**src/rtl/cctl_pkg.sv**
```systemverilog
package cctl_pkg;
    localparam int NFLAG   = 2;
    localparam int FLG_RDY = 0;
    localparam int FLG_ERR = 1;

    localparam int B_CHAIN = 15;
    localparam int B_IE    = 12;
    localparam int B_ERR   = 11;
    localparam int B_RDY   = 8;
    localparam int B_SRST  = 7;
    localparam int B_CM_LO = 5;
    localparam int B_KL_LO = 2;
    localparam int B_OP_LO = 0;

    typedef enum logic [1:0] {
        CM_ECB = 2'b00,
        CM_CBC = 2'b01,
        CM_OFB = 2'b10,
        CM_CFB = 2'b11
    } cmode_e;

    typedef struct packed {
        logic             chain_en;
        logic             rdy_ie;
        cmode_e           cmode;
        logic [1:0]       klen;
        logic [1:0]       op;
        logic [NFLAG-1:0] flag;
        logic             srst_pulse;
        logic             irq;
    } cctl_state_t;
endpackage

```
**src/rtl/cctl_lock.sv**
```systemverilog
module cctl_lock #(
    parameter int BLK_W = 8
) (
    input  logic             chain_en,
    input  logic [BLK_W-1:0] blk_left,
    input  logic             bus_wr,
    output logic             locked,
    output logic             wr_ok
);
    // Writes are refused while a chained transfer still has blocks pending.
    always_comb begin
        locked = chain_en && (blk_left != '0);
        wr_ok  = bus_wr && !locked;
    end
endmodule

```
**src/rtl/cctl_flag.sv**
```systemverilog
module cctl_flag (
    input  logic cur,
    input  logic wipe,
    input  logic set_evt,
    input  logic clr_evt,
    input  logic sw_wr,
    input  logic sw_val,
    output logic nxt
);
    // Priority: soft reset, then any set source, then any clear source.
    always_comb begin
        if (wipe)
            nxt = 1'b0;
        else if (set_evt || (sw_wr && sw_val))
            nxt = 1'b1;
        else if (clr_evt || sw_wr)
            nxt = 1'b0;
        else
            nxt = cur;
    end
endmodule

```
**src/rtl/cctl_reg.sv**
```systemverilog
module cctl_reg
    import cctl_pkg::*;
#(
    parameter int BLK_W = 8
) (
    input  logic             clk,
    input  logic             rst_n,
    input  logic             bus_wr,
    input  logic [15:0]      bus_wdata,
    output logic [15:0]      bus_rdata,
    input  logic             key_wr,
    input  logic             din_wr,
    input  logic             dout_rd,
    input  logic             eng_busy,
    input  logic             eng_done,
    input  logic [BLK_W-1:0] eng_blk_left,
    output logic             irq,
    output logic             eng_srst,
    output logic             cfg_dma_en,
    output logic [1:0]       cfg_cmode,
    output logic [1:0]       cfg_klen,
    output logic [1:0]       cfg_op
);
    cctl_state_t st_q, st_d;
    logic locked, wr_ok, sw_srst;
    logic [NFLAG-1:0] f_set, f_clr, f_sw, f_nxt;

    cctl_lock #(.BLK_W(BLK_W)) u_lock (
        .chain_en (st_q.chain_en),
        .blk_left (eng_blk_left),
        .bus_wr   (bus_wr),
        .locked   (locked),
        .wr_ok    (wr_ok)
    );

    assign sw_srst = wr_ok && bus_wdata[B_SRST];

    always_comb begin
        f_set[FLG_RDY] = eng_done;
        f_clr[FLG_RDY] = dout_rd || key_wr || din_wr;
        f_sw [FLG_RDY] = bus_wdata[B_RDY];
        f_set[FLG_ERR] = (key_wr || din_wr) && eng_busy;
        f_clr[FLG_ERR] = 1'b0;
        f_sw [FLG_ERR] = bus_wdata[B_ERR];
    end

    for (genvar g = 0; g < NFLAG; g++) begin : g_flag
        cctl_flag u_flag (
            .cur     (st_q.flag[g]),
            .wipe    (sw_srst),
            .set_evt (f_set[g]),
            .clr_evt (f_clr[g]),
            .sw_wr   (wr_ok),
            .sw_val  (f_sw[g]),
            .nxt     (f_nxt[g])
        );
    end

    always_comb begin
        st_d = st_q;
        st_d.srst_pulse = sw_srst;
        if (wr_ok) begin
            st_d.chain_en = bus_wdata[B_CHAIN];
            st_d.rdy_ie   = bus_wdata[B_IE];
            st_d.cmode    = cmode_e'(bus_wdata[B_CM_LO +: 2]);
            st_d.klen     = bus_wdata[B_KL_LO +: 2];
            st_d.op       = bus_wdata[B_OP_LO +: 2];
        end
        if (sw_srst) begin
            st_d.chain_en = 1'b0;
            st_d.cmode    = CM_ECB;
            st_d.rdy_ie   = st_q.rdy_ie;
            st_d.klen     = st_q.klen;
            st_d.op       = st_q.op;
        end
        st_d.flag = f_nxt;
        st_d.irq  = f_nxt[FLG_RDY] && st_d.rdy_ie;
    end

    always_ff @(posedge clk or negedge rst_n) begin
        if (!rst_n)
            st_q <= '0;
        else
            st_q <= st_d;
    end

    always_comb begin
        bus_rdata              = '0;
        bus_rdata[B_CHAIN]     = st_q.chain_en;
        bus_rdata[B_IE]        = st_q.rdy_ie;
        bus_rdata[B_ERR]       = st_q.flag[FLG_ERR];
        bus_rdata[B_RDY]       = st_q.flag[FLG_RDY];
        bus_rdata[B_CM_LO +: 2] = st_q.cmode;
        bus_rdata[B_KL_LO +: 2] = st_q.klen;
        bus_rdata[B_OP_LO +: 2] = st_q.op;
    end

    assign irq        = st_q.irq;
    assign eng_srst   = st_q.srst_pulse;
    assign cfg_dma_en = st_q.chain_en;
    assign cfg_cmode  = st_q.chain_en ? st_q.cmode : CM_ECB;
    assign cfg_klen   = st_q.klen;
    assign cfg_op     = st_q.op;
endmodule

```
**config.mk**
```make
export PLATFORM = sky130hd
export DESIGN_NAME = cctl_reg
export DESIGN_NICKNAME = d
export VERILOG_FILES = /design/src/rtl/cctl_pkg.sv /design/src/rtl/cctl_lock.sv /design/src/rtl/cctl_flag.sv /design/src/rtl/cctl_reg.sv
export SDC_FILE = /design/constraint.sdc
export NUM_CORES = 1
export LEC_CHECK = 0
export BUFFER_PORTS_ARGS = -buffer_cell sky130_fd_sc_hd__buf_4
export CAP_MARGIN = 15
export CELL_PAD_IN_SITES_DETAIL_PLACEMENT = 1
export CELL_PAD_IN_SITES_GLOBAL_PLACEMENT = 2
export CORE_MARGIN = 4
export CORE_UTILIZATION = 18
export DETAILED_ROUTE_END_ITERATION = 6
export PLACE_DENSITY_LB_ADDON = 0.1
export SLEW_MARGIN = 20
export SYNTH_ARGS = -nofsm -noshare
export SYNTH_HDL_FRONTEND = slang
export SYNTH_SLANG_ARGS = --single-unit
export TNS_END_PERCENT = 50
```
**constraint.sdc**
```tcl
create_clock -name clk -period 1.1 [get_ports clk]
set_input_delay 0.11 -clock clk [delete_from_list [all_inputs] [get_ports clk]]
set_output_delay 0.11 -clock clk [all_outputs]
set_load 0.1 [all_outputs]
```
==> results of run 1 <==
cell usage in the layout, fill, tap and decap left out:
| cell | n |
|---|---|
| and2_4 | 2 |
| a22o_1 | 2 |
| o21bai_1 | 2 |
| a32o_1 | 2 |
| dlygate4sd3_1 | 1 |
| o21ai_4 | 1 |
| nor4b_1 | 1 |
| buf_6 | 11 |
| nand2_4 | 2 |
| nor2_1 | 4 |
| buf_12 | 2 |
| clkbuf_1 | 1 |
| clkbuf_8 | 3 |
| buf_4 | 39 |
| mux2i_1 | 2 |
| dfrtp_4 | 2 |
| conb_1 | 6 |
| nor2b_1 | 1 |
| and3_4 | 1 |
| dfrtp_1 | 5 |
| and2b_1 | 1 |
| mux2_4 | 5 |
| dfrtp_2 | 5 |
| nand2_1 | 2 |
| or4_4 | 2 |
| o21a_1 | 1 |
where the power goes:
part	internal [mW]	switching, mW
Clock	0.254	0.152
Sequential	0.560	0.0754
Combinational	0.500	1.54
Total	1.31	1.77
registers in the layout (all words and copies together) (netlist names):
register and count:
cfg_klen 2, eng_srst 1, cfg_op 2, cfg_dma_en 1
irq 1, bus_rdata 5
layout make-up:
| class | instances | area, um^2 | area share |
|---|---|---|---|
| Tap cell | 46 | 57.56 | 0.04812 |
| Sequential cell | 12 | 314.1 | 0.2626 |
| Multi-Input combinational cell | 37 | 312.8 | 0.2615 |
| Clock buffer | 4 | 45.04 | 0.03766 |
| Timing Repair Buffer | 53 | 466.7 | 0.3902 |
logic make-up after synthesis:
family	count (synthesis)	synth area share
compound gates	8	0.1130
other cells	1	0.005550
simple gates	16	0.1519
buf+inv	13	0.1444
flops	12	0.4444
mux	7	0.1407
layer usage:
layer	routed length [um]	share of wire	track usage	vias up
met3	137	0.070	0.02174	2
li1	-	-	-	279
met2	966	0.50	0.1441	31
met1	811	0.42	0.09982	273
met4	30	0.015	0.03905	0
met5	0	0	0	-
worst paths after layout:
check	startpoint	endpoint	slack [ns]	cells after the start
max in group asynchronous	rst_n	cfg_klen[0]	0.67	2
hold reg to reg	bus_rdata[5]	bus_rdata[5]	0.53	1
min in group asynchronous	rst_n	cfg_op[0]	0.26	2
setup reg to reg	cfg_dma_en	irq	-0.16	6
setup / recovery	eng_blk_left[2]	eng_srst	-0.17	7
hold / removal	bus_wdata[15]	cfg_dma_en	0.10	2
worst reg2reg max path: stages, from the launching register on:
cell,delay (ns)
dfrtp_4,0.42
buf_6,0.11
o21ai_4,0.06
buf_6,0.13
buf_6,0.11
buf_6,0.11
a22o_1,0.21
repair_timing:
item                                   CTS  global route
setup buffers                            4             0
gates cloned                             0             0
gates resized for setup                 18             3
hold buffers                             1             0
pin swaps                                7             4
setup endpoints to repair               15            15
endpoints found under the hold margin   12             0
==> flow_metrics.py, run 1 <==
metrics = {
    "finish": {
        "final_net_count": 139,
        "final_core_util": 0.3449,
        "finalNonFillerCells": 152,
        "diodes": 0,
        "fillers": 403,
        "area_delta_synth_final_pct": 77.04,
        "drive_gt1_frac": 0.7075,
        "fin_area_um2": 1196,
    },
    "place": {
        "port_buffers": 45,
        "dp_hpwl_mm": 1.579,
        "post-place-ws_ns": -0.4948,
        "place_area_um2": 1032,
        "gp_congestion": 0.6577,
        "dp_cells": 143,
    },
    "floorplanning": {
        "die_x_um": 69.27,
        "coreArea_um2": 3468,
        "die-area_um2": 4798,
        "chipHeight_um": 69.27,
        "start_util": 0.1948,
        "num_rows": 21,
        "boundaryPins": 57,
    },
    "logic_synthesis": {
        "synthArstFlopShare": 1.000,
        "synth_ff_type": "dfrtp_1",
        "synthTopCellsByArea": "dfrtp_1 (44%), buf_4 (14%), mux2_4 (11%)",
        "yosysTopAreaCell": "dfrtp_1",
        "synth_edf_count": 0,
        "seq_area_frac_synth": 0.4444,
        "synthTopCellsByCount": "buf_4 (13), dfrtp_1 (12), mux2_4 (5), nor2_1 (4), nand2_1 (3)",
        "ys_ff_latch": 12,
        "synthCells": 57,
        "yosysWarnings": 0,
        "avgSynthCellArea_um2": 11.85,
        "synth_cell_type_count": 19,
        "synth_top_area_frac": 0.4444,
        "syn-cell-area_um2": 675.6,
        "yosysMostFrequentCell": "buf_4",
    },
    "timing": {
        "rsz0062_at_grt": "true",
        "setup_ws_ns": -0.1725,
        "hold_violations": 0,
        "setup_viol": 15,
        "drv_slew": 0,
        "fin_skew_ns": 0.006371,
        "fin_crit_sh": 1.157,
        "max_freq_mhz": 785.9,
        "fin_setup_tns_ns": -1.960,
        "layout_min_cycle_time_ns": 1.272,
        "timing.hold.ws_ns": 0.1032,
    },
    "worst_hold_path": {
        "hold_path.class": "input pin to register",
    },
    "drt": {
        "dr.pass1.iters": 3,
        "routed_wl_mm": 1.946,
        "num_vias": 585,
        "antenna_left": 0,
        "drt-initial-drc-count": 27,
        "drc": 0,
        "via_per_inst": 3.849,
        "avgRoutedWirePerCell_um": 12.80,
    },
    "critical_path": {
        "worstSetupPathType": "input pin to register",
        "crit_chain": "buf_6, or4_4, o21ai_4, buf_6, buf_6, buf_6, and3_4",
        "crit_buf_inv": 4,
        "critPathMaxStageDelay_ns": 0.55,
        "crit_path_end_kind": "register",
        "path_common_cell": "buf_6",
        "crit_fanout": 3,
        "cp.arrival_ns": 1.44,
        "slowest_stage": "or4_4",
        "critPathRequiredTime_ns": 1.27,
        "crit_path_start_kind": "input pin",
        "critPathTopFamily": "simple AND/OR/NAND/NOR gates",
    },
    "global_route": {
        "track_usage": 0.08506,
        "grt_pass1_wl_mm": 3.263,
        "antenna_found_initial": 0,
        "grt_max_degree": 13,
        "grt_pass1_vias": 701,
        "grt_overflow": 0,
    },
    "job": {
        "drv_cap": 0,
    },
    "power_and_ir_drop": {
        "leakage_nw": 0.6083,
        "vdd_drop_max_uv": 477.1,
        "report.power.total_mw": 3.086,
        "power.density_nw_per_um2": 2580,
    },
    "status": {
        "status": "complete, but fails checks",
        "violations": "setup timing",
    },
    "clocking": {
        "cts.clk_slew.worst_paths_ns": 0.06,
        "htreeDepth": 1,
        "clk_latency_ns": 0.24,
        "clock-root-buffer": "clkbuf_8",
        "cts-buffers-inserted": 3,
        "cts.sinks": 12,
        "clockBufferDepth": 2,
        "cts_tree": "yes",
    },
}
No activity file was read; power rests on OpenSTA's default activity.
==> inputs of run 2 (changes only) <==
- CORE_UTILIZATION: 18 -> 17
- SYNTH_HIERARCHICAL: unset -> 1
==> flow_metrics.py, run 2 <==
metrics = {
    "finish": {
        "drive_gt1_frac": 0.7500,
        "layout_commonest_cell": "buf_4",
        "final_cell_mix": "buf_4 (45), dfrtp_1 (8), conb_1 (7)",
        "area_delta_synth_final_pct": 85.96,
        "fin_area_um2": 1194,
        "largest_register_ffs": 5,
        "finalNonFillerCells": 152,
        "diodes": 0,
        "final_core_util": 0.3260,
        "final_net_count": 137,
    },
    "clocking": {
        "cts.clk_slew.worst_paths_ns": 0.06,
        "clk_latency_ns": 0.24,
        "cts-buffers-inserted": 3,
        "htreeDepth": 1,
        "cts_tree": "yes",
        "clockBufferDepth": 2,
        "clock-root-buffer": "clkbuf_8",
        "cts.sinks": 12,
    },
    "floorplanning": {
        "chipHeight_um": 69.45,
        "num_rows": 22,
        "start_util": 0.1753,
        "coreArea_um2": 3661,
        "die-area_um2": 4823,
        "boundaryPins": 57,
        "die_x_um": 69.45,
    },
    "global_route": {
        "grt_overflow": 0,
        "track_usage": 0.08198,
        "antenna_found_initial": 0,
        "grt_max_degree": 13,
        "grt_pass1_wl_mm": 3.029,
        "grt_pass1_vias": 609,
    },
    "drt": {
        "via_per_inst": 3.697,
        "avgRoutedWirePerCell_um": 12.13,
        "dr.pass1.iters": 2,
        "routed_wl_mm": 1.844,
        "num_vias": 562,
        "drt-initial-drc-count": 6,
        "antenna_left": 0,
        "drc": 0,
    },
    "logic_synthesis": {
        "seq_area_frac_synth": 0.4678,
        "synth_cell_type_count": 20,
        "avgSynthCellArea_um2": 12.11,
        "synthTopCellsByArea": "dfrtp_1 (47%), buf_4 (13%), mux2_4 (12%)",
        "synth_edf_count": 0,
        "synthCells": 53,
        "yosysWarnings": 6,
        "ys_ff_latch": 12,
        "synth_top_area_frac": 0.4678,
        "yosysMostFrequentCell": "dfrtp_1",
        "synthArstFlopShare": 1.000,
        "synthTopCellsByCount": "dfrtp_1 (12), buf_4 (11), mux2_4 (5), a21oi_1 (4), a22o_2 (3)",
        "syn-cell-area_um2": 641.9,
        "synth_ff_type": "dfrtp_1",
        "yosysTopAreaCell": "dfrtp_1",
    },
    "power_and_ir_drop": {
        "leakage_nw": 0.5852,
        "vdd_drop_max_uv": 609.0,
        "report.power.total_mw": 2.557,
        "seqPwrFrac": 0.226,
        "power.density_nw_per_um2": 2142,
        "p_clk_frac": 0.188,
        "switchingPower_mw": 1.333,
        "switching_share": 0.5212,
        "comb_power_share": 0.585,
        "internal-power_mw": 1.224,
    },
    "critical_path": {
        "rrSetupSlack_ns": -0.41,
        "crit_fanout": 7,
        "crit_path_start_kind": "register",
        "crit_buf_inv": 1,
        "worstSetupPathType": "register to register",
        "crit_path_end_kind": "register",
        "critPathRequiredTime_ns": 1.22,
        "crit_chain": "a21boi_4, nor2b_4, nor2b_4, buf_12, mux2_4",
        "critPathTopFamily": "flip-flops",
        "cp.arrival_ns": 1.63,
        "critPathMaxStageDelay_ns": 0.47,
        "slowest_stage": "dfrtp_4",
        "path_common_cell": "nor2b_4",
    },
    "place": {
        "gp_congestion": 0.6614,
        "post-place-ws_ns": -0.6289,
        "place_area_um2": 1011,
        "dp_cells": 144,
        "port_buffers": 45,
        "dp_hpwl_mm": 1.590,
    },
    "timing": {
        "hold_violations": 0,
        "timing.hold.ws_ns": 0.08367,
        "fin_crit_sh": 1.371,
        "fin_skew_ns": 0.004448,
        "setup_ws_ns": -0.4078,
        "setup_viol": 16,
        "fin_setup_tns_ns": -4.191,
        "max_freq_mhz": 663.2,
        "tightest_slew_ns": 0.4891,
        "rsz0062_at_grt": "true",
        "layout_min_cycle_time_ns": 1.508,
        "slew_headroom": 0.6710,
        "drv_slew": 0,
    },
    "job": {
        "drv_cap": 0,
    },
    "worst_hold_path": {
        "hold_path.class": "input pin to register",
    },
    "status": {
        "violations": "setup timing",
        "status": "complete, but fails checks",
    },
}
==> run 2: cell types whose count changed after synthesis, sizes merged, moves of 2 or more <==
cell	change
nor2	-4
or3b	+2
a21oi	+4
or4	-2
a32o	-2
nand2	-2
nor4	+2
o21bai	-2
==> run 2: cell type report <==
cell class,instances,area (um^2)
flip-flops and latches,12,307.8
inverters,1,3.754
repair buffers,53,452.9
fillers,418,2467
clock buffers,4,55.05
multi-input cells,34,314.1
well taps,48,60.06
==> run 2: kinds of logic after synthesis <==
family,count (synthesis),share of synthesized area
buf+inv,13,0.1520
flops,12,0.4678
simple gates,12,0.1404
compound gates,9,0.1014
mux,6,0.1326
other cells,1,0.005842
==> run 2: worst reg2reg max path, cell delays in order (launching register included) <==
cell and delay (ns):
dfrtp_4 0.47, a21boi_4 0.15, nor2b_4 0.17, nor2b_4 0.18, buf_12 0.13, mux2_4 0.29
==> run 2: power groups by stage <==
stage	registers [mW]	clock network (mW)	logic, mW
6_report	0.578	0.482	1.50
3_5_place_dp	0.588	0	1.43
2_1_floorplan	1.12	0	0.627
5_1_grt	0.593	0.525	1.55
3_3_place_gp	0.585	0	1.42
4_1_cts	0.582	0.496	1.48
==> run 2: what timing repair did <==
action	in CTS	in global routing
hold buffers	1	0
endpoints found under the setup margin	16	17
resized for setup	10	9
buffers inserted	3	0
hold endpoints to repair	12	0
pin swaps	0	2
==> run 2: path summary, 6_finish.rpt <==
path / startpoint / end / cells after the start
hold reg to reg: bus_rdata[6] / bus_rdata[6] / 1
min in group asynchronous: rst_n / eng_srst / 2
setup / recovery: cfg_dma_en / cfg_klen[1] / 5
max in group asynchronous: rst_n / bus_rdata[6] / 2
hold / removal: bus_wdata[15] / cfg_dma_en / 2
setup reg to reg: cfg_dma_en / cfg_klen[1] / 5
==> run 2: metal layers <==
metal	global-route usage	share of wire
met3	0.02899	0.057
met2	0.1419	0.55
met4	0.03905	0.015
met5	0	0
met1	0.08826	0.38
